`src/rtl/wdf_cs_pkg.sv`:
```
package wdf_cs_pkg;

  // Kind of sign repair applied to a carry-save pair before it is stored.
  typedef enum logic [1:0] {
    REPAIR_NONE = 2'd0,
    REPAIR_SET  = 2'd1,
    REPAIR_CLR  = 2'd2
  } repair_e;

  // The true value is known to lie in [-Q, Q), with Q = 2^(N-2).
  // If both vectors sit in the quarter [Q, 2Q) (top bits 01), their signed
  // sum exceeds the true value by 2^N: set both MSBs.
  // If both sit in [-2Q, -Q) (top bits 10), the sum is short by 2^N: clear both.
  function automatic repair_e repair_kind(input logic [1:0] s_top,
                                          input logic [1:0] c_top);
    if (s_top == 2'b01 && c_top == 2'b01) return REPAIR_SET;
    if (s_top == 2'b10 && c_top == 2'b10) return REPAIR_CLR;
    return REPAIR_NONE;
  endfunction

  // Rounding carry of floor((a+b+c+1)/4) that the per-vector shifts drop.
  function automatic logic [1:0] floor_carry(input logic [1:0] a,
                                             input logic [1:0] b,
                                             input logic [1:0] c);
    logic [3:0] t;
    t = {2'b00, a} + {2'b00, b} + {2'b00, c} + 4'd1;
    return t[3:2];
  endfunction

endpackage

```
`src/rtl/wdf_csa.sv`:
```
// One level of 3:2 carry-save adders over an N-bit word, modulo 2^N.
module wdf_csa #(
  parameter int N = 20
) (
  input  logic [N-1:0] a,
  input  logic [N-1:0] b,
  input  logic [N-1:0] c,
  output logic [N-1:0] s,
  output logic [N-1:0] cy
);
  logic [N-2:0] maj;

  for (genvar i = 0; i < N; i++) begin : g_sum
    assign s[i] = a[i] ^ b[i] ^ c[i];
  end

  // The carry out of the top bit has weight 2^N and is dropped on purpose.
  for (genvar i = 0; i < N - 1; i++) begin : g_maj
    assign maj[i] = (a[i] & b[i]) | (a[i] & c[i]) | (b[i] & c[i]);
  end

  assign cy = {maj, 1'b0};
endmodule

```
`src/rtl/wdf_input_prep.sv`:
```
// Non-recursive input-side terms. These are worked out from the sample alone,
// so their carry-propagate additions never sit in the recursive loop.
module wdf_input_prep #(
  parameter int W = 16,
  parameter int N = 20
) (
  input  logic [W-1:0] x_in,
  output logic [N-1:0] x_term,
  output logic [N-1:0] z_term,
  output logic [1:0]   y_lo
);
  localparam int EXT = N - W;

  logic [N-1:0] a1;
  logic [N-1:0] y_inv;
  logic [N-1:0] y_q;

  assign a1    = {{EXT{x_in[W-1]}}, x_in};
  assign y_inv = ~a1;                                  // equals -x - 1
  assign y_q   = N'($signed(y_inv) >>> 2);             // floor((-x-1)/4)
  assign y_lo  = y_inv[1:0];

  // Loop operand: 2x + floor((-x-1)/4) + 2. The +2 completes the two
  // one's-complement negations of the state vectors.
  assign x_term = (a1 << 1) + y_q + N'(2);

  // Output operand: x + floor((-x-1)/4).
  assign z_term = a1 + y_q;
endmodule

```
`src/rtl/wdf_loop_tree.sv`:
```
// Recursive carry-save tree: from the stored pair (S, C) and the input
// terms it forms the next state pair, plus the quantised-product pair that
// the output branch reuses.
module wdf_loop_tree #(
  parameter int N = 20
) (
  input  logic [N-1:0] st_sum,
  input  logic [N-1:0] st_car,
  input  logic [N-1:0] x_term,
  input  logic [1:0]   y_lo,
  output logic [N-1:0] nxt_s,
  output logic [N-1:0] nxt_c,
  output logic [N-1:0] q_s,
  output logic [N-1:0] q_c
);
  import wdf_cs_pkg::*;

  logic [N-1:0] neg_s, neg_c;
  logic [N-1:0] qtr_s, qtr_c;
  logic [N-1:0] k_vec;
  logic [N-1:0] l1_s, l1_c;
  logic [N-1:0] l2_s, l2_c;

  assign neg_s = ~st_sum;
  assign neg_c = ~st_car;
  assign qtr_s = N'($signed(st_sum) >>> 2);
  assign qtr_c = N'($signed(st_car) >>> 2);
  assign k_vec = N'(floor_carry(st_sum[1:0], st_car[1:0], y_lo));

  // Level 1a: -S - C + input term (the two +1 are inside x_term).
  wdf_csa #(.N(N)) u_l1a (
    .a(neg_s), .b(neg_c), .c(x_term), .s(l1_s), .cy(l1_c)
  );

  // Level 1b: the quantised product floor((S + C - x)/4) without the input
  // share, kept in carry-save form.
  wdf_csa #(.N(N)) u_l1b (
    .a(qtr_s), .b(qtr_c), .c(k_vec), .s(q_s), .cy(q_c)
  );

  // Level 2.
  wdf_csa #(.N(N)) u_l2 (
    .a(l1_s), .b(l1_c), .c(q_s), .s(l2_s), .cy(l2_c)
  );

  // Level 3.
  wdf_csa #(.N(N)) u_l3 (
    .a(l2_s), .b(l2_c), .c(q_c), .s(nxt_s), .cy(nxt_c)
  );
endmodule

```
`src/rtl/wdf_sign_repair.sv`:
```
// Adjusts the MSBs of a carry-save pair so that its signed sum is the
// true value, provided that value lies in [-2^(N-2), 2^(N-2)).
module wdf_sign_repair #(
  parameter int N = 20
) (
  input  logic [N-1:0] s_in,
  input  logic [N-1:0] c_in,
  output logic [N-1:0] s_out,
  output logic [N-1:0] c_out
);
  import wdf_cs_pkg::*;

  repair_e kind;

  assign kind = repair_kind(s_in[N-1:N-2], c_in[N-1:N-2]);

  always_comb begin
    s_out = s_in;
    c_out = c_in;
    case (kind)
      REPAIR_SET: begin
        s_out[N-1] = 1'b1;
        c_out[N-1] = 1'b1;
      end
      REPAIR_CLR: begin
        s_out[N-1] = 1'b0;
        c_out[N-1] = 1'b0;
      end
      default: ;
    endcase
  end
endmodule

```
`src/rtl/wdf_allpass_cs.sv`:
```
module wdf_allpass_cs #(
  parameter int W    = 16,
  parameter int HEAD = 4
) (
  input  logic                clk,
  input  logic                rst,
  input  logic                in_valid,
  input  logic [W-1:0]        x_in,
  output logic                out_valid,
  output logic [W+HEAD-1:0]   y_out
);
  localparam int N = W + HEAD;

  // Recursive state in carry-save form.
  logic [N-1:0] st_sum, st_car;

  // Input-side terms.
  logic [N-1:0] x_term, z_term;
  logic [1:0]   y_lo;

  // Loop tree results.
  logic [N-1:0] raw_s, raw_c;
  logic [N-1:0] q_s, q_c;
  logic [N-1:0] fix_s, fix_c;

  // Output branch.
  logic [N-1:0] o_s, o_c;
  logic [N-1:0] y_next;

  wdf_input_prep #(.W(W), .N(N)) u_prep (
    .x_in   (x_in),
    .x_term (x_term),
    .z_term (z_term),
    .y_lo   (y_lo)
  );

  wdf_loop_tree #(.N(N)) u_tree (
    .st_sum (st_sum),
    .st_car (st_car),
    .x_term (x_term),
    .y_lo   (y_lo),
    .nxt_s  (raw_s),
    .nxt_c  (raw_c),
    .q_s    (q_s),
    .q_c    (q_c)
  );

  wdf_sign_repair #(.N(N)) u_repair (
    .s_in  (raw_s),
    .c_in  (raw_c),
    .s_out (fix_s),
    .c_out (fix_c)
  );

  // Non-recursive output: x + floor((s - x)/4), merged by one carry-propagate add.
  wdf_csa #(.N(N)) u_out_csa (
    .a(z_term), .b(q_s), .c(q_c), .s(o_s), .cy(o_c)
  );

  assign y_next = o_s + o_c;

  always_ff @(posedge clk) begin
    if (rst) begin
      st_sum    <= '0;
      st_car    <= '0;
      y_out     <= '0;
      out_valid <= 1'b0;
    end else begin
      out_valid <= in_valid;
      if (in_valid) begin
        st_sum <= fix_s;
        st_car <= fix_c;
        y_out  <= y_next;
      end
    end
  end
endmodule

```
`config.mk`:
```
export PLATFORM = sky130hd
export DESIGN_NAME = wdf_allpass_cs
export DESIGN_NICKNAME = d
export VERILOG_FILES = /design/src/rtl/wdf_cs_pkg.sv /design/src/rtl/wdf_csa.sv /design/src/rtl/wdf_input_prep.sv /design/src/rtl/wdf_loop_tree.sv /design/src/rtl/wdf_sign_repair.sv /design/src/rtl/wdf_allpass_cs.sv
export SDC_FILE = /design/constraint.sdc
export NUM_CORES = 1
export LEC_CHECK = 0
export BUFFER_PORTS_ARGS = -buffer_cell sky130_fd_sc_hd__buf_2
export CORE_ASPECT_RATIO = 0.6
export CORE_MARGIN = 4
export CORE_UTILIZATION = 40
export DETAILED_ROUTE_END_ITERATION = 12
export PLACE_DENSITY = 0.67
export SKIP_CTS_REPAIR_TIMING = 1
export SYNTH_ARGS = -nofsm -noshare
export SYNTH_HDL_FRONTEND = slang
export SYNTH_SLANG_ARGS = --single-unit
```
`constraint.sdc`:
```
create_clock -name clk -period 10.96 [get_ports clk]
set_input_delay 2.192 -clock clk [delete_from_list [all_inputs] [get_ports clk]]
set_output_delay 2.192 -clock clk [all_outputs]
set_load 0.05 [all_outputs]
```
Word level (Yosys, flattened, before mapping):

Index checks and enable logic that the tools add are counted.
Widths: inputs -> output; s select.

* add/subtract/negate cells: 6
* equal/unequal tests: 6
* multiplexer cells: 9
* bitwise operators: 572
* reductions and logical operators: 2

Operators with widths (count)
* $and 1x1->1: 243
* $xor 1x1->1: 176
* $or 1x1->1: 150
* $not 20->20: 3
* $add 19x3->20 const B: 1
* $add 20x20->20: 1
* $add 16x18->19: 1
* $add 17x18->19: 1
* $mux 2: 4
* $eq 2x1->1 const B: 3
* $eq 2x2->1 const B: 3
* $add 4x1->4 const B: 1
* $pmux 1 s2: 2
* $add 2x2->3: 1
* $mux 1: 3
* $logic_and 1x1->1: 2

* bits in registers: 59
* input bits: 19
* output and inout port bits: 21
* logic and storage cells: 599

Longest topological paths before layout:

Gate-level depths: netlist of the first run.

* depth in word-level cells: 20
* gate-level depth with buffers: 22
* gate-level depth less buffers: 22

Cells and area by module:

From an unflattened synthesis of the first run, not the netlist that was laid out.

* cell total of the unflattened synthesis: 795
* area total of the unflattened synthesis: 7658.6 um^2

Modules (own cells, without submodules)
* wdf_allpass_cs: times used 1, cells an instance 333, area an instance 3066.7 um^2, sequential area each 1221.2 um^2
* wdf_csa: times used 5, cells an instance 22, area an instance 415.4 um^2, sequential area each 0.0 um^2
* wdf_input_prep: times used 1, cells an instance 255, area an instance 1946.9 um^2, sequential area each 0.0 um^2
* wdf_sign_repair: times used 1, cells an instance 47, area an instance 326.6 um^2, sequential area each 0.0 um^2
* wdf_loop_tree: times used 1, cells an instance 50, area an instance 241.5 um^2, sequential area each 0.0 um^2

Least setup slack after synthesis of the first run:

No wires, ideal clock.

* path type: in2reg
* start point: in x_in[4]
* end point: reg st_sum[19]
* setup time: 0.117 ns
* data arrival time: 6.330 ns
* data required time: 10.843 ns
* slack: 4.513 ns
* stages: 19
* path buffers: 0
* cell sequence: inv_1 > ha_1 > ha_1 > inv_1 > fa_1 > nor2b_1 > o31a_1 > o21ai_1 > a21o_1 > a2111oi_0 > nor3b_1 > fa_1 > inv_1 > fa_1 > fa_1 > nand4b_1 > a21oi_1 > or4_1 > a32o_1

* word-level cells in the longest chain between the ends: 20
* elaborated cells between the ends (all ways): 73
* those cells by class: add/sub (2); eq/ne (6); mux (7); bitwise (56); reduce/logical (2)

Ends and longest elaborated chain
* start: declaration: line wdf_allpass_cs.sv:8 `input logic [W-1:0] x_in,`
* $not 20->20: line wdf_input_prep.sv:19 `assign y_inv = ~a1;`
* $add 17x18->19 (*): line wdf_input_prep.sv:25 `assign x_term = (a1 << 1) + y_q + N'(2);`
* $add 19x3->20 (*): line wdf_input_prep.sv:25
* $and 1x1->1: line wdf_csa.sv:19 `assign maj[i] = (a[i] & b[i]) | (a[i] & c[i]) | (b[i] & c[i]);`
* $or 1x1->1 (2 in a row): line wdf_csa.sv:19
* $and 1x1->1: line wdf_csa.sv:19
* $or 1x1->1 (2 in a row): line wdf_csa.sv:19
* $and 1x1->1: line wdf_csa.sv:19
* [... 2 more ...]
* net fix_c[18]: line wdf_allpass_cs.sv:24 `logic [N-1:0] fix_s, fix_c;`
* $eq 2x2->1: line wdf_cs_pkg.sv:17 `if (s_top == 2'b10 && c_top == 2'b10) return REPAIR_CLR;`
* $logic_and 1x1->1: line wdf_cs_pkg.sv:17
* $mux 1 (2 in a row): line wdf_cs_pkg.sv:17
* $mux 2: line wdf_cs_pkg.sv:18 `return REPAIR_NONE;`
* $mux 2 (*): line wdf_cs_pkg.sv:17
* $eq 2x2->1 / $eq 2x1->1 (equally long branches): line wdf_sign_repair.sv:20 `case (kind)`
* $pmux 1 s2 (*): line wdf_sign_repair.sv:20
* end signal: assignment: line wdf_allpass_cs.sv:71 `st_sum <= fix_s;`
* end: declaration: line wdf_allpass_cs.sv:15 `logic [N-1:0] st_sum, st_car;`

Mark *: on every way through the listed nets, which the timed path passes. The rest lies on a longest branch. The select of a mux whose other input is x is not followed.
A chain may end at the register's enable or synchronous reset.

Final worst setup path of the first run:

Same ends and word-level chain as after synthesis.

==> results_dict.tcl, run 1 <==
set metrics [dict create \
    die_w_um 182 \
    fin_util_pct 45.9 \
    nFillCells 1716 \
    cts.clk_slew.worst_paths_ps 50 \
    hpwl_um 12700 \
    postSynthAreaPerCell_sq_um 9.04 \
    overflow 0 \
    cts_max_level 3 \
    cp.arrival_ps 6980 \
    clkSinkCount 59 \
    core_sq_mm 0.0175 \
    rows 37 \
    synth_top_flop_cell "dfxtp_1" \
    crit_start "x_in[4]" \
    syn_inst 805 \
    power.total_mw 2.55 \
    yosys.area.top_type "fa_1" \
    nets 1034 \
    cts_tree "done" \
    required_ps 11190 \
    place_area_sq_mm 0.00769 \
    min-delay-start "y_out[12]" \
    maxCapViolations 0 \
    dieArea_sq_mm 0.0205 \
    ant_nets 0 \
    synth_commonest_cells "inv_1, ha_1, fa_1" \
    p_leak_nw 3.89 \
    fin_crit_ps 6750 \
    setup_viol 0 \
    synth.most_common_cell "inv_1" \
    grtUsageTotal_pct 16.1 \
    status "finished, final reports clean" \
    tns_ps 0 \
    synth_warnings 0 \
    synth_nets 998 \
    fin_area_sq_mm 0.00804 \
    root_buffer "clkbuf_16" \
    cts-buffers-inserted 9 \
    path_class "primary input to flop" \
    finalHoldViolCount 0 \
    hp-class "flop to flop" \
    n_antenna_cell 0 \
    drive_above_1_share_pct 9.10 \
    synth.area.top_cells "fa_1, ha_1, dfxtp_1" \
    start_kind "primary input" \
    critical_path.max_stage_delay_ps 550 \
    clk_path_buf_depth 2 \
    netlist.area_leader.share_pct 21.5 \
    ys_seq_area_share_pct 16.2 \
    dieHeight_um 112 \
    grt_pass1_vias 5398 \
    wl_per_cell_um 14.5 \
    finalCritPeriodShare_pct 61.6 \
    rsz0062_at_grt "no" \
    start_util_pct 41.6 \
    vias 5438 \
    synth_area_sq_mm 0.00728 \
    port-buffer-count 39 \
    drtIter0Drc 308 \
    hold_path_depth 2 \
    slew_headroom_pct 35.6 \
    crit_path_cell_trace "buf_2 > inv_1 > ha_1 > ha_1 > inv_1 > fa_1 > nor2b_1 > o31a_1 > o21ai_1 > a21o_1 > a2111oi_0 > nor3b_1 > fa_1 > inv_1 > fa_1 > fa_1 > nand4b_1 > a21oi_1 > or4_1 > a32o_1" \
    synth_edf_count 0 \
    yosys_register_bits 59 \
    vdd.ir_drop.worst_mv 0.141 \
    async_reset_ff_share_pct 0 \
    path_common_cell "fa_1" \
    grt_first_pass_wirelength_um 27100 \
    clk_latency_ps 340 \
    reg2reg_from "st_sum[0]" \
    crit_path_top_delay_cell "or4_1" \
    path_max_fanout 4 \
    rr_worst_depth 16 \
    via_per_inst 5.04 \
    hold_ws_ps 462 \
    final_max_slew_viol_count 0 \
    grt_antenna_before_repair 0 \
    powerDensity_mw_per_mm2 318 \
    fmax_ghz 0.148 \
    io-pin-count 40 \
    tightest_slew_ps 966 \
    endpoint_kind "flop" \
    synthDistinctLibCells 76 \
    skew_ps 5.84 \
    place_congestion 0.843 \
    drt-pass1-iter-count 5 \
    drc 0 \
    routed_wirelength_um 15700 \
    grt_max_degree 70 \
    area_growth_pct 10.4 \
]
-- cells in the final DEF, fill, tap and decap left out, types with 16 or more instances in the layout --
cell and n:
xor2_1 16, a21o_1 16, mux2i_1 45, a21oi_1 29
ha_1 96, buf_2 38, fa_1 78, nand2_1 27
dfxtp_1 59, inv_1 170, o21ai_0 22, xnor2_1 17
nor2_1 68
-- critical path, delay by kind of cell --
| family | cells | cell delay, ps |
|---|---|---|
| AND/OR/NAND/NOR | 4 | 990 |
| buffers and inverters | 4 | 290 |
| adder cells (fa/ha/maj) | 6 | 2190 |
| AO/OA/AOI/OAI | 6 | 1320 |
-- cells by family (layout without fill, tap and decap cells) --
logic type / after synthesis / count (layout) / share of synthesized area [%]
muxes: 46 / 46 / 6.34
xor gates and xnor gates: 33 / 33 / 3.97
and+or+nand+nor: 166 / 166 / 11.6
adders and majority gates: 174 / 174 / 38.0
DFF: 59 / 59 / 16.2
AOI/OAI and AO/OA: 141 / 141 / 13.8
buffers and inverters: 186 / 227 / 10.1
-- flip-flops by register name, summed over array words and instances (netlist names) --
register	flops
st_sum	20
y_out	20
st_car	18
out_valid	1
-- report_power, final --
group / switching, mW / internal [mW] / total, mW
registers: 0.0683 / 0.296 / 0.364
clock network: 0.107 / 0.228 / 0.335
logic: 1.05 / 0.802 / 1.85
total: 1.23 / 1.33 / 2.55
-- final timing paths --
check	to	slack (ps)
max	st_sum[19]	4210
min	y_out[12]	460
max reg2reg	y_out[19]	6260
min reg2reg	y_out[12]	460
-- layout make-up --
| cell class | instances | area [sq um] | share of cell area (%) |
|---|---|---|---|
| repair buffers | 41 | 213 | 2.65 |
| multi-input cells | 560 | 5360 | 66.7 |
| inverters | 170 | 638 | 7.94 |
| clock inverters | 6 | 113 | 1.40 |
| flip-flops and latches | 59 | 1180 | 14.7 |
| well taps | 234 | 293 | 3.64 |
| clock buffers | 10 | 239 | 2.97 |
-- metal layers --
layer	vias to the layer above	routed length, um	track usage, %
met5	-	0	0
met1	2605	8290	24.4
met2	100	6640	24.2
met4	0	53	1.80
met3	6	695	3.56
li1	2727	-	-
-- metrics by stage --
step | std cells | setup slack [ps]
4_1_cts | 1080 | 4300
2_1_floorplan | 805 | 4510
3_5_place_dp | 1064 | 3930
3_3_place_gp | 1064 | 4060
5_1_grt | 1080 | 3920
6_report | 1080 | 4210
Power figures use the tool's default switching activity.
==> inputs of run 2 (changes only) <==
==> constraint.sdc (replaced) <==
create_clock -name clk -period 6.3 [get_ports clk]
set_input_delay 1.26 -clock clk [delete_from_list [all_inputs] [get_ports clk]]
set_output_delay 1.26 -clock clk [all_outputs]
set_load 0.05 [all_outputs]
==> results_dict.tcl, run 2 (synthesis results as in run 1) <==
set metrics [dict create \
    dieHeight_um 112 \
    final_cell_mix "inv_1, ha_1, fa_1, nor2_1, dfxtp_1" \
    vias 5347 \
    final_max_slew_viol_count 0 \
    place_area_sq_mm 0.00769 \
    grt_max_degree 68 \
    hp-class "flop to flop" \
    io-pin-count 40 \
    tightest_slew_ps 945 \
    grt_pass1_vias 5276 \
    p_int_mw 2.23 \
    reg_top3 "st_sum x20, y_out x20, st_car x18" \
    cts_max_level 3 \
    fin_util_pct 45.7 \
    grt_first_pass_wirelength_um 26600 \
    busiest_layer "met1" \
    cts.clk_slew.worst_paths_ps 60 \
    post-place-ws_ps 240 \
    endpoint_kind "flop" \
    rr_worst_depth 16 \
    rsz0062_at_grt "no" \
    worstSetupEndpoint "st_sum[19]" \
    hpwl_um 12800 \
    path_class "primary input to flop" \
    powerDensity_mw_per_mm2 544 \
    p_sw_mw 2.12 \
    grt_antenna_before_repair 0 \
    drt-pass1-iter-count 4 \
    cp.arrival_ps 5940 \
    ff2ff_setup_slack_ps 1610 \
    clk_latency_ps 340 \
    finalHoldViolCount 0 \
    skew_ps 8.99 \
    maxCapViolations 0 \
    tns_ps 0 \
    drtIter0Drc 282 \
    crit_start "x_in[4]" \
    grtUsageMet2_pct 23.4 \
    root_buffer "clkbuf_16" \
    fin_crit_ps 5710 \
    pwr-share-clk_pct 11.4 \
    seqPwrFrac_pct 14.6 \
    nets 1035 \
    path_max_fanout 4 \
    nFillCells 1692 \
    hold_ws_ps 462 \
    finalCritPeriodShare_pct 90.7 \
    switching_share_pct 48.8 \
    required_ps 6520 \
    die_w_um 182 \
    grtUsageTotal_pct 15.9 \
    start_util_pct 41.6 \
    port-buffer-count 39 \
    start_kind "primary input" \
    ant_nets 0 \
    routed_wirelength_um 15500 \
    n_antenna_cell 0 \
    dieArea_sq_mm 0.0205 \
    final_common_cell "inv_1" \
    place_congestion 0.838 \
    clk_path_buf_depth 2 \
    drive_above_1_share_pct 9.10 \
    core_sq_mm 0.0175 \
    status "finished, final reports clean" \
    comb_power_share_pct 74.1 \
    rows 37 \
    fmax_ghz 0.175 \
    wl_per_cell_um 14.4 \
    reg2reg_from "st_sum[0]" \
    stdcell_count 1080 \
    power.total_mw 4.35 \
    met1_usage_pct 24.6 \
    setup_viol 0 \
    cts_tree "done" \
    grt_use_met3_pct 3.17 \
    r2r_end "y_out[19]" \
    vdd.ir_drop.worst_mv 0.277 \
    via_per_inst 4.95 \
    clkSinkCount 59 \
    drc 0 \
    cts-buffers-inserted 9 \
    fin_area_sq_mm 0.00799 \
    slew_headroom_pct 37.0 \
    overflow 0 \
    area_growth_pct 9.81 \
    setup_ws_ps 586 \
    p_leak_nw 3.89 \
    dp_cells 1065 \
]
run 2: cell types whose count changed in the layout (fill, tap and decap cells not counted):
| cell | before | now |
|---|---|---|
| clkinv_2 | 0 | 1 |
| clkinvlp_4 | 3 | 0 |
| clkbuf_8 | 1 | 5 |
| buf_4 | 3 | 4 |
| bufinv_16 | 3 | 0 |
run 2: power by group through the flow:
stage	registers [mW]	clock network, mW	logic (mW)
2_1_floorplan	0.772	0	2.40
3_3_place_gp	0.639	0	3.18
3_5_place_dp	0.641	0	3.23
4_1_cts	0.635	0.506	3.26
5_1_grt	0.659	0.521	3.72
6_report	0.632	0.494	3.22
run 2: worst min path at each step:
stage                    start    endpoint  slack (ps)  depth (start not counted)
floorplan           st_sum[18]  st_sum[18]         470                          2
global placement     y_out[12]   y_out[12]         450                          2
detailed placement   y_out[12]   y_out[12]         450                          2
CTS                  y_out[12]   y_out[12]         470                          2
global route          y_out[2]    y_out[2]         510                          2
finish               y_out[12]   y_out[12]         460                          2
run 2: critical path, cell delays in order:
cell,delay [ps]
buf_2,100
inv_1,50
ha_1,270
ha_1,200
inv_1,70
fa_1,400
nor2b_1,160
o31a_1,180
o21ai_1,140
a21o_1,240
a2111oi_0,400
nor3b_1,120
fa_1,490
inv_1,50
fa_1,400
fa_1,440
nand4b_1,130
a21oi_1,100
or4_1,520
a32o_1,220
run 2: area by class of cell:
type                    count  area (sq um)  share of cell area [%]
clock buffers              14           294                    3.68
flip-flops and latches     59          1180                    14.8
clock inverters             1          5.00                  0.0626
repair buffers             42           220                    2.75
well taps                 234           293                    3.66
inverters                 170           638                    7.98
multi-input cells         560          5360                    67.1
run 2: per-layer routing:
layer | part of all wire (%) | routed length, um
met5 | 0 | 0
met3 | 3.7 | 571
met1 | 55 | 8470
met4 | 0.46 | 72
met2 | 41 | 6410
==> inputs of run 3 (changes only) <==
--- a/config.mk
+++ b/config.mk
@@ -5,12 +5,14 @@
 export SDC_FILE = /design/constraint.sdc
 export NUM_CORES = 1
 export LEC_CHECK = 0
-export BUFFER_PORTS_ARGS = -buffer_cell sky130_fd_sc_hd__buf_2
+export BUFFER_PORTS_ARGS = -buffer_cell sky130_fd_sc_hd__buf_4
+export CAP_MARGIN = 30
 export CORE_ASPECT_RATIO = 0.6
 export CORE_MARGIN = 4
 export CORE_UTILIZATION = 40
 export DETAILED_ROUTE_END_ITERATION = 12
 export PLACE_DENSITY = 0.67
+export RECOVER_POWER = 50
 export SKIP_CTS_REPAIR_TIMING = 1
 export SYNTH_ARGS = -nofsm -noshare
 export SYNTH_HDL_FRONTEND = slang
==> results_dict.tcl, run 3 (synthesis results as in run 1) <==
set metrics [dict create \
    status "finished with violations" \
    violations "max-capacitance violations, max-slew violations" \
    reg_top3 "st_sum x20, y_out x20, st_car x18" \
    path_class "primary input to flop" \
    cts.clk_slew.worst_paths_ps 50 \
    drtIter0Drc 340 \
    ff2ff_setup_slack_ps 1610 \
    io-pin-count 40 \
    powerDensity_mw_per_mm2 548 \
    p_leak_nw 3.83 \
    core_sq_mm 0.0175 \
    drc 0 \
    crit_buf_inv 4 \
    reg2reg_from "st_sum[0]" \
    skew_ps 5.08 \
    slew_headroom_pct -109 \
    nets 1034 \
    power.total_mw 4.40 \
    seqPwrFrac_pct 14.5 \
    dieArea_sq_mm 0.0205 \
    cts_tree "done" \
    tightest_slew_ps 3140 \
    maxCapViolations 1 \
    vias 5389 \
    fin_crit_ps 5850 \
    critical_path.max_stage_delay_ps 630 \
    fin_util_pct 45.9 \
    cts_max_level 3 \
    nFillCells 1708 \
    via_per_inst 4.99 \
    path_max_fanout 4 \
    hp-class "flop to flop" \
    grtUsageTotal_pct 16.0 \
    fmax_ghz 0.171 \
    crit_path_cell_trace "buf_4 > inv_1 > ha_1 > ha_1 > inv_1 > fa_1 > nor2b_1 > o31a_1 > o21ai_1 > a21o_1 > a2111oi_0 > nor3b_1 > fa_1 > inv_1 > fa_1 > fa_1 > nand4b_1 > a21oi_1 > or4_1 > a32o_1" \
    rows 37 \
    finalCritPeriodShare_pct 92.8 \
    ant_nets 0 \
    final_max_slew_viol_count 70 \
    final_cell_mix "inv_1, ha_1, fa_1, nor2_1, dfxtp_1" \
    rsz0062_at_grt "no" \
    wl_per_cell_um 14.6 \
    cts-buffers-inserted 9 \
    pwr-share-clk_pct 12.5 \
    comb_power_share_pct 73.0 \
    vdd.ir_drop.worst_mv 0.222 \
    endpoint_kind "flop" \
    p_sw_mw 2.13 \
    drive_above_1_share_pct 6.38 \
    clkSinkCount 59 \
    grt_pass1_vias 5357 \
    hpwl_um 12900 \
    min_to "y_out[12]" \
    place_congestion 0.839 \
    cp.arrival_ps 6080 \
    post-place-ws_ps 226 \
    start_util_pct 41.6 \
    tns_ps 0 \
    hold_path_depth 2 \
    clk_path_buf_depth 2 \
    grt_first_pass_wirelength_um 27000 \
    start_kind "primary input" \
    min-delay-start "y_out[12]" \
    port-buffer-count 39 \
    die_w_um 182 \
    stdcell_count 1080 \
    dieHeight_um 112 \
    setup_viol 0 \
    grt_antenna_before_repair 0 \
    routed_wirelength_um 15800 \
    p_int_mw 2.27 \
    area_growth_pct 10.2 \
    switching_share_pct 48.5 \
    r2r_end "y_out[19]" \
    overflow 0 \
    final_common_cell "inv_1" \
    clk_latency_ps 340 \
    drt-pass1-iter-count 7 \
    n_antenna_cell 0 \
    finalHoldViolCount 0 \
    required_ps 6530 \
    crit_path_top_delay_cell "or4_1" \
    dp_cells 1064 \
    grt_max_degree 70 \
    rr_worst_depth 16 \
    cp_top_family "adder cells" \
    setup_ws_ps 454 \
    path_common_cell "fa_1" \
    root_buffer "clkbuf_16" \
]
==> run 3: cell count changes in the layout (fill, tap and decap cells not counted), sizes merged <==
cell    before  now
buf         42   18
clkbuf      14   34
bufinv       0    2
clkinv       1    3
==> run 3: how the worst max path moves through the flow <==
| stage | from | endpoint | slack (ps) | cells after the start |
|---|---|---|---|---|
| final | x_in[4] | st_sum[19] | 450 | 20 |
| after global routing | x_in[4] | st_sum[19] | 140 | 20 |
| after CTS | x_in[4] | st_sum[19] | 580 | 20 |
| after detailed placement | x_in[4] | st_sum[19] | 230 | 20 |
| after global placement | x_in[1] | st_sum[19] | 340 | 19 |
| after floorplan | x_in[4] | st_sum[19] | 780 | 19 |
==> run 3: worst min-delay path, stage by stage (launching register included) <==
cell and delay (ps):
dfxtp_1 320, nand2_1 50, o21ai_0 50
==> run 3: final cells by class <==
class / instances / area (sq um) / share of cell area, %
Clock buffer: 11 / 253 / 3.15
Clock inverter: 5 / 75.1 / 0.936
Inverter: 170 / 638 / 7.95
Multi-Input combinational cell: 560 / 5360 / 66.8
Sequential cell: 59 / 1180 / 14.7
Tap cell: 234 / 293 / 3.65
Timing Repair Buffer: 41 / 221 / 2.76
==> run 3: metrics by stage <==
| stage | hold WS, ps | area (sq um) |
|---|---|---|
| floorplan | 472 | 7280 |
| global placement | 454 | 7780 |
| detailed placement | 459 | 7780 |
| CTS | 472 | 8110 |
| global route | 480 | 8020 |
| finish | 459 | 8020 |
==> run 3: power groups by stage <==
stage                     clock network (mW)  logic [mW]  registers, mW
after floorplan                            0        2.40          0.772
after global placement                     0        3.21          0.643
after detailed placement                   0        3.26          0.646
after CTS                              0.561        3.29          0.640
after global routing                   0.574        3.73          0.665
final                                  0.548        3.21          0.638
==> run 3: per-layer routing <==
layer	track usage, %	routed length, um	share of wire, %
met1	24.8	8610	54
met3	3.11	565	3.6
met2	23.2	6480	41
met4	2.55	153	0.97
met5	0	0	0
